$ cat src/rtl/mwire_pkg.sv
package mwire_pkg;

    localparam int ADDR_MAX = 8;
    localparam int WORD_W   = 16;

    typedef enum logic [2:0] {
        F_IDLE, F_OPC, F_ADR, F_DAT, F_READ, F_DONE
    } fstate_t;

    typedef enum logic [2:0] {
        C_NONE, C_READ, C_WRITE, C_ERASE, C_EWEN, C_EWDS, C_ERAL, C_WRAL
    } cmd_t;

    typedef struct packed {
        cmd_t                cmd;
        logic [ADDR_MAX-1:0] addr;
        logic [WORD_W-1:0]   data;
    } frame_t;

    function automatic cmd_t decode_cmd(input logic [1:0] opc, input logic [1:0] ext);
        case (opc)
            2'b10:   return C_READ;
            2'b01:   return C_WRITE;
            2'b11:   return C_ERASE;
            default: begin
                case (ext)
                    2'b11:   return C_EWEN;
                    2'b00:   return C_EWDS;
                    2'b10:   return C_ERAL;
                    default: return C_WRAL;
                endcase
            end
        endcase
    endfunction

    function automatic logic is_prog(input cmd_t c);
        return (c == C_WRITE) || (c == C_ERASE) || (c == C_ERAL) || (c == C_WRAL);
    endfunction

endpackage

$ cat src/rtl/mwire_frame.sv
module mwire_frame
    import mwire_pkg::*;
#(
    parameter int AW16 = 4
) (
    input  logic                clk,
    input  logic                rst,
    input  logic                cs,
    input  logic                sclk,
    input  logic                sdi,
    input  logic                org16,
    input  logic                hold,
    output frame_t              fr,
    output logic                done,
    output logic                rd_load,
    output logic                started,
    output logic [ADDR_MAX-1:0] addr_next,
    output logic                sk_rise,
    output logic                cs_fall
);
    localparam int AW8 = AW16 + 1;

    fstate_t    st;
    logic [4:0] cnt;
    logic [1:0] opc;
    logic       sk_q, cs_q;
    logic [4:0] aw, dw;
    logic [1:0] ext;
    cmd_t       cmd_nx;
    logic       last_adr;

    always_comb begin
        sk_rise   = sclk & ~sk_q;
        cs_fall   = cs_q & ~cs;
        aw        = org16 ? 5'(AW16) : 5'(AW8);
        dw        = org16 ? 5'd16 : 5'd8;
        addr_next = {fr.addr[ADDR_MAX-2:0], sdi};
        ext       = {addr_next[3'(aw - 5'd1)], addr_next[3'(aw - 5'd2)]};
        cmd_nx    = decode_cmd(opc, ext);
        last_adr  = (st == F_ADR) && (cnt == aw - 5'd1);
        rd_load   = cs & sk_rise & last_adr & (cmd_nx == C_READ);
        started   = cs & sk_rise & (st == F_IDLE) & sdi & ~hold;
        done      = (st == F_DONE);
    end

    always_ff @(posedge clk) begin
        if (rst) begin
            st   <= F_IDLE;
            cnt  <= '0;
            opc  <= '0;
            sk_q <= 1'b0;
            cs_q <= 1'b0;
            fr   <= '0;
        end else begin
            sk_q <= sclk;
            cs_q <= cs;
            if (!cs) begin
                st <= F_IDLE;
            end else if (sk_rise) begin
                unique case (st)
                    F_IDLE: if (started) begin
                        st  <= F_OPC;
                        cnt <= '0;
                        opc <= '0;
                        fr  <= '0;
                    end
                    F_OPC: begin
                        opc <= {opc[0], sdi};
                        if (cnt == 5'd1) begin
                            st  <= F_ADR;
                            cnt <= '0;
                        end else begin
                            cnt <= cnt + 5'd1;
                        end
                    end
                    F_ADR: begin
                        fr.addr <= addr_next;
                        if (last_adr) begin
                            fr.cmd <= cmd_nx;
                            cnt    <= '0;
                            if (cmd_nx == C_READ)
                                st <= F_READ;
                            else if (cmd_nx == C_WRITE || cmd_nx == C_WRAL)
                                st <= F_DAT;
                            else
                                st <= F_DONE;
                        end else begin
                            cnt <= cnt + 5'd1;
                        end
                    end
                    F_DAT: begin
                        fr.data <= {fr.data[WORD_W-2:0], sdi};
                        if (cnt == dw - 5'd1) st <= F_DONE;
                        else                  cnt <= cnt + 5'd1;
                    end
                    default: ;
                endcase
            end
        end
    end

    // a frame leaves idle only on a rising serial edge with CS and DI high
    a_r2_start_qualified: assert property (@(posedge clk) disable iff (rst)
        ($past(st) == F_IDLE && st != F_IDLE) |-> $past(cs && sdi && sk_rise));

endmodule

$ cat src/rtl/mwire_array.sv
module mwire_array
    import mwire_pkg::*;
#(
    parameter int AW16 = 4
) (
    input  logic                clk,
    input  logic                rst,
    input  logic                org16,
    input  logic                wr_go,
    input  cmd_t                cmd,
    input  logic [ADDR_MAX-1:0] waddr,
    input  logic [WORD_W-1:0]   wdata,
    input  logic                prog_en,
    input  logic [ADDR_MAX-1:0] raddr,
    output logic [WORD_W-1:0]   rd_word
);
    localparam int NB = 2 ** (AW16 + 1);

    logic [7:0] mem [NB];
    logic       whole, fill_ones;

    assign whole     = (cmd == C_ERAL) || (cmd == C_WRAL);
    assign fill_ones = (cmd == C_ERASE) || (cmd == C_ERAL);

    for (genvar g = 0; g < NB; g++) begin : g_byte
        localparam logic [AW16-1:0] WIDX = (AW16)'(g / 2);
        localparam logic [AW16:0]   BIDX = (AW16 + 1)'(g);
        logic       sel, hit;
        logic [7:0] val;
        always_comb begin
            sel = org16 ? (waddr[AW16-1:0] == WIDX) : (waddr[AW16:0] == BIDX);
            hit = whole || sel;
            if (fill_ones)                 val = 8'hFF;
            else if (org16 && (g % 2 == 0)) val = wdata[15:8];
            else                           val = wdata[7:0];
        end
        always_ff @(posedge clk) begin
            if (rst)               mem[g] <= 8'hFF;
            else if (wr_go && hit) mem[g] <= val;
        end
    end

    logic [AW16:0] hi_idx, lo_idx;
    always_comb begin
        hi_idx  = {raddr[AW16-1:0], 1'b0};
        lo_idx  = {raddr[AW16-1:0], 1'b1};
        rd_word = org16 ? {mem[hi_idx], mem[lo_idx]} : {mem[raddr[AW16:0]], 8'h00};
    end

    // the array never takes a write while program-enable is low
    a_r10_pe_blocks: assert property (@(posedge clk) disable iff (rst)
        wr_go |-> prog_en);

endmodule

$ cat src/rtl/mwire_prog.sv
module mwire_prog #(
    parameter int PROG_CYCLES = 200
) (
    input  logic clk,
    input  logic rst,
    input  logic launch,
    input  logic cs_fall,
    input  logic restart,
    output logic busy,
    output logic status_on
);
    localparam int CW = $clog2(PROG_CYCLES + 1);

    logic [CW-1:0] cnt;
    logic          pend;

    always_ff @(posedge clk) begin
        if (rst) begin
            cnt  <= '0;
            pend <= 1'b0;
        end else if (launch) begin
            cnt  <= CW'(PROG_CYCLES);
            pend <= 1'b1;
        end else begin
            if (cnt != '0) cnt <= cnt - 1'b1;
            if (restart || (cs_fall && cnt == '0)) pend <= 1'b0;
        end
    end

    assign busy      = (cnt != '0);
    assign status_on = pend;

    // a cycle only begins after a launch, and no start is taken while busy
    a_r12_busy_from_launch: assert property (@(posedge clk) disable iff (rst)
        $rose(busy) |-> $past(launch));
    a_r12_no_start_busy: assert property (@(posedge clk) disable iff (rst)
        busy |-> !restart);

endmodule

$ cat src/rtl/mwire_eeprom.sv
module mwire_eeprom
    import mwire_pkg::*;
#(
    parameter int AW16        = 4,
    parameter int PROG_CYCLES = 200
) (
    input  logic clk,
    input  logic rst,
    input  logic mw_cs,
    input  logic mw_clk,
    input  logic mw_din,
    input  logic wide_org,
    input  logic prog_en,
    output logic mw_dout,
    output logic mw_dout_en
);
    frame_t              fr;
    logic                done, rd_load, started, sk_rise, cs_fall;
    logic [ADDR_MAX-1:0] addr_next;
    logic [WORD_W-1:0]   rd_word;
    logic                busy, status_on, commit, launch, we_en;
    logic [WORD_W:0]     rd_sh;
    logic [4:0]          rd_left;
    logic                rd_on;

    mwire_frame #(.AW16(AW16)) u_frame (
        .clk(clk), .rst(rst), .cs(mw_cs), .sclk(mw_clk), .sdi(mw_din),
        .org16(wide_org), .hold(busy), .fr(fr), .done(done),
        .rd_load(rd_load), .started(started), .addr_next(addr_next),
        .sk_rise(sk_rise), .cs_fall(cs_fall)
    );

    assign commit = cs_fall & done;
    assign launch = commit & is_prog(fr.cmd) & we_en & prog_en;

    mwire_array #(.AW16(AW16)) u_array (
        .clk(clk), .rst(rst), .org16(wide_org), .wr_go(launch),
        .cmd(fr.cmd), .waddr(fr.addr), .wdata(fr.data), .prog_en(prog_en),
        .raddr(addr_next), .rd_word(rd_word)
    );

    mwire_prog #(.PROG_CYCLES(PROG_CYCLES)) u_prog (
        .clk(clk), .rst(rst), .launch(launch), .cs_fall(cs_fall),
        .restart(started), .busy(busy), .status_on(status_on)
    );

    always_ff @(posedge clk) begin
        if (rst) begin
            we_en <= 1'b0;
        end else if (commit) begin
            if (fr.cmd == C_EWEN)      we_en <= 1'b1;
            else if (fr.cmd == C_EWDS) we_en <= 1'b0;
        end
    end

    always_ff @(posedge clk) begin
        if (rst) begin
            rd_sh   <= '0;
            rd_left <= '0;
            rd_on   <= 1'b0;
        end else if (!mw_cs) begin
            rd_on <= 1'b0;
        end else if (rd_load) begin
            rd_sh   <= {1'b0, rd_word};
            rd_left <= wide_org ? 5'd17 : 5'd9;
            rd_on   <= 1'b1;
        end else if (rd_on && sk_rise) begin
            if (rd_left == 5'd1) begin
                rd_on <= 1'b0;
            end else begin
                rd_sh   <= {rd_sh[WORD_W-1:0], 1'b0};
                rd_left <= rd_left - 5'd1;
            end
        end
    end

    assign mw_dout_en = mw_cs & (rd_on | status_on);
    assign mw_dout    = rd_on ? rd_sh[WORD_W] : ~busy;

    // while programming, an enabled output reads low
    a_r5_busy_reads_low: assert property (@(posedge clk) disable iff (rst)
        (busy && mw_dout_en) |-> !mw_dout);
    // read output stops once chip select has fallen
    a_r6_read_stops_on_cs: assert property (@(posedge clk) disable iff (rst)
        $fell(mw_cs) |=> !rd_on);
    // write enable only rises after a frame ended with chip select low
    a_r7_enable_on_cs_fall: assert property (@(posedge clk) disable iff (rst)
        $rose(we_en) |-> !$past(mw_cs));
    // a programming cycle needs writes enabled
    a_r8_busy_needs_enable: assert property (@(posedge clk) disable iff (rst)
        $rose(busy) |-> $past(we_en));

endmodule

$ cat config.mk
export PLATFORM = sky130hd
export DESIGN_NAME = mwire_eeprom
export DESIGN_NICKNAME = d
export VERILOG_FILES = /design/src/rtl/mwire_pkg.sv /design/src/rtl/mwire_frame.sv /design/src/rtl/mwire_array.sv /design/src/rtl/mwire_prog.sv /design/src/rtl/mwire_eeprom.sv
export SDC_FILE = /design/constraint.sdc
export NUM_CORES = 1
export LEC_CHECK = 0
export BUFFER_PORTS_ARGS = -buffer_cell sky130_fd_sc_hd__buf_2
export CAP_MARGIN = 20
export CORE_MARGIN = 2
export CORE_UTILIZATION = 64
export DETAILED_ROUTE_END_ITERATION = 10
export GPL_TIMING_DRIVEN = 0
export PLACE_DENSITY = 0.84
export RECOVER_POWER = 50
export SYNTH_ARGS = -nofsm -noshare
export SYNTH_HDL_FRONTEND = slang
export SYNTH_SLANG_ARGS = --single-unit
$ cat constraint.sdc
create_clock -name clk -period 3.55 [get_ports clk]
set_clock_uncertainty 0.15 [all_clocks]
set_input_delay 0.8875 -clock clk [delete_from_list [all_inputs] [get_ports clk]]
set_output_delay 0.8875 -clock clk [all_outputs]
set_load 0.02 [all_outputs]
==> impl_metrics.ini <==
[status]
status = complete, but fails checks
violations = setup timing

[worst_setup_path]
critical_path_class = flip-flop to flip-flop
reg2reg_slack_ns = -0.15
cp_max_fo = 10
r2r-start = u_frame.addr_next[2]$_SDFFE_PP0P_
endpoint_kind = flip-flop
start_kind = flip-flop
timing.rr.end = rd_sh[4]$_SDFFE_PP0P_
critPathRequiredTime_ns = 3.79
arrival_ns = 3.94
reg2regPathDepth = 8

[route]
wl_mm = 67.0
num_vias = 14348
drc = 0
final_antenna_net_count = 0
via_per_inst = 7.69
firstDrtPassIters = 6
dr.first_iter.drc_count = 2686
wl_per_cell_um = 35.9

[sta]
final-hold-violation-count = 0
fin_setup_tns_ns = -2.59
rsz0062_at_grt = no
max-slew-margin-rel_pct = 23.2
worst_slack_ns = -0.147
finalSetupViolations = 44
max_freq_mhz = 270
worst_slew_pin_slew_ns = 1.15
fin_crit_sh_pct = 104
fin_crit_ns = 3.70
slew_viol_final = 0

[synthesis]
synth_cells = 1433
ys_warn_count = 0
netlist_area_sq_um = 17500
synth_top_area_share_pct = 44.0
seq_area_frac_synth_pct = 51.9
synth-edff-count = 256
synth_cell_types = 84
yosysTopAreaCell = edfxtp_1
synthTopCellsByArea = edfxtp_1, mux4_2, dfxtp_1
synth.avg_cell_area_sq_um = 12.2
ys_ff_latch = 325
synth_nets = 1448
yosys_most_used_dff = edfxtp_1
async_reset_ff_share_pct = 0

[place]
dpl.hpwl_mm = 47.3
io_buffers = 7
dpl_cell_area_sq_um = 18100
globalplace.congestion = 1.05

[cts]
cts_buffer_depth = 3
cts.sinks = 325
root_buffer = clkbuf_16
clk_latency_ns = 0.55
clk_pin_slew_ns = 0.06
hold_buffers = 0
cts-buffers-inserted = 35
htree_levels = 2
cts_tree = yes

[floorplan]
rows = 60
initial_core_util_pct = 65.0
die_area_sq_um = 28600
die_h_um = 169
die_w_um = 169
core-area_sq_um = 26900
ios = 9

[hold_path]
hp-start = rd_sh[6]$_SDFFE_PP0P_
hold_class = flip-flop to flip-flop
min_path_cells = 2
hold_end = rd_sh[6]$_SDFFE_PP0P_

[global_route]
track_usage_pct = 47.6
antenna_found_initial = 3
grt_pass1_wl_mm = 94.5
grt_max_degree = 20
grt_pass1_vias = 13944
overflow = 0

[final_layout]
syn2layout_area_growth_pct = 11.6
final_area_sq_um = 19500
finalNetCount = 1514
layout-drive-gt1-share_pct = 22.1
post-route-util_pct = 72.5

[flow_run]
maxCapViolCount = 0

[power_and_ir_drop]
max-vdd-ir-drop_mv = 0.570
p_leak_nw = 6.12
p_per_area_nw_per_um2 = 466
==> synth_stat cells, types with 14 or more instances <==
master	count
nand2_1	303
edfxtp_1	256
mux4_2	135
nor2_1	105
clkbuf_1	73
dfxtp_1	69
a21oi_1	46
o21ai_0	30
mux2i_1	28
o21bai_1	24
nor2b_1	22
nor3_1	21
a22oi_1	19
o22ai_1	16
a31oi_1	15
inv_1	14
==> final cells by class <==
cell class / instances / area, sq um
diodes: 2 / 5.00
plain buffers: 116 / 596
clock buffers: 44 / 950
clock inverters: 17 / 180
fillers: 1842 / 7400
inverters: 14 / 56.3
multi-input cells: 976 / 7980
flip-flops and latches: 325 / 9070
well taps: 341 / 427
repair buffers: 31 / 216
==> worst max-delay path: stages, from the launching register on <==
cell and delay [ns]:
dfxtp_1 0.56, buf_2 0.40, buf_2 0.45, buf_2 0.49, mux4_2 0.37, mux2i_1 0.51, nor2_1 0.16, o21ai_2 0.30
a31oi_1 0.12
==> state kept, by name, indices dropped and copies added (netlist names), 2 cells and up <==
name	count
u_frame.addr_next	5
u_prog.cnt	8
rd_sh	17
u_frame.st	3
u_frame.cnt	5
rd_left	5
u_frame.fr	19
u_frame.opc	2
u_array.mem	256
==> stage by stage <==
| step | hold slack [ns] | instances | setup slack, ns | power, mW |
|---|---|---|---|---|
| after floorplan | 0.296 | 1433 | 0.446 | 5.06 |
| after global placement | 0.307 | 1781 | -0.907 | 5.33 |
| after detailed placement | 0.310 | 1799 | -0.845 | 5.37 |
| after CTS | 0.319 | 1858 | -0.240 | 8.96 |
| after global routing | 0.344 | 1864 | 0.00587 | 9.21 |
| final | 0.319 | 1866 | -0.147 | 9.07 |
==> worst max-delay path by stage <==
stage / startpoint / endpoint / slack (ns) / depth (start not counted)
after floorplan: mw_din / rd_sh[11]$_SDFFE_PP0P_ / 0.45 / 10
after CTS: mw_cs / u_array.mem[22][4]$_SDFFCE_PN1P_ / -0.24 / 8
final: u_frame.addr_next[2]$_SDFFE_PP0P_ / rd_sh[4]$_SDFFE_PP0P_ / -0.15 / 8
after global placement: u_frame.addr_next[1]$_SDFFE_PP0P_ / u_array.mem[21][6]$_SDFFCE_PN1P_ / -0.91 / 6
after global routing: u_frame.addr_next[2]$_SDFFE_PP0P_ / u_array.mem[30][5]$_SDFFCE_PN1P_ / 0.006 / 7
after detailed placement: mw_cs / u_array.mem[17][3]$_SDFFCE_PN1P_ / -0.85 / 8
==> logic make-up after synthesis <==
kind of cell	count (synthesis)	share of synthesized area, %
compound gates	231	9.28
xor+xnor	12	0.602
fa+ha+maj	8	0.573
buf+inv	132	3.65
flops	325	51.9
mux	171	19.5
simple gates	554	14.4
==> timing repair <==
| item | 4_1_cts | 5_1_grt |
|---|---|---|
| setup buffers | 0 | 5 |
| setup endpoints to repair | 286 | 224 |
| endpoints found under the hold margin | 0 | 0 |
| resized for setup | 35 | 57 |
==> cells in the final DEF, fill, tap and decap left out, drive strengths merged, types with 4 or more instances in the layout <==
cell,count
nand2,304
edfxtp,256
mux4,135
clkbuf,132
nor2,105
dfxtp,69
buf,56
a21oi,46
o21ai,36
mux2i,28
o21bai,24
nor2b,22
nor3,21
a211oi,20
a22oi,19
o22ai,16
a31oi,15
inv,15
nand2b,13
nand3,13
a21o,10
nand4b,9
nand3b,9
nor4,9
clkinv,9
mux2,8
ha,8
and2,8
o31ai,7
xnor2,6
xor2,6
o211ai,6
or3,5
nor4b,5
and3,5
clkinvlp,4
o21a,4
or2,4
nor3b,4
a2111oi,4
==> power by group <==
part           total, mW  internal, mW  switching (mW)  leakage [nW]
clock               3.71          2.12            1.59         0.547
combinational      0.911         0.404           0.508          2.43
sequential          4.45          4.29           0.157          3.14
total               9.07          6.82            2.25          6.12
==> routing by layer <==
layer	vias up	global-route usage [%]	wire (um)
met5	-	2.78	184
met4	6	29.6	5710
met3	409	18.3	10900
met2	1477	72.2	29200
met1	6905	57.7	21000
li1	5551	-	-
No activity file was read; power rests on OpenSTA's default activity.
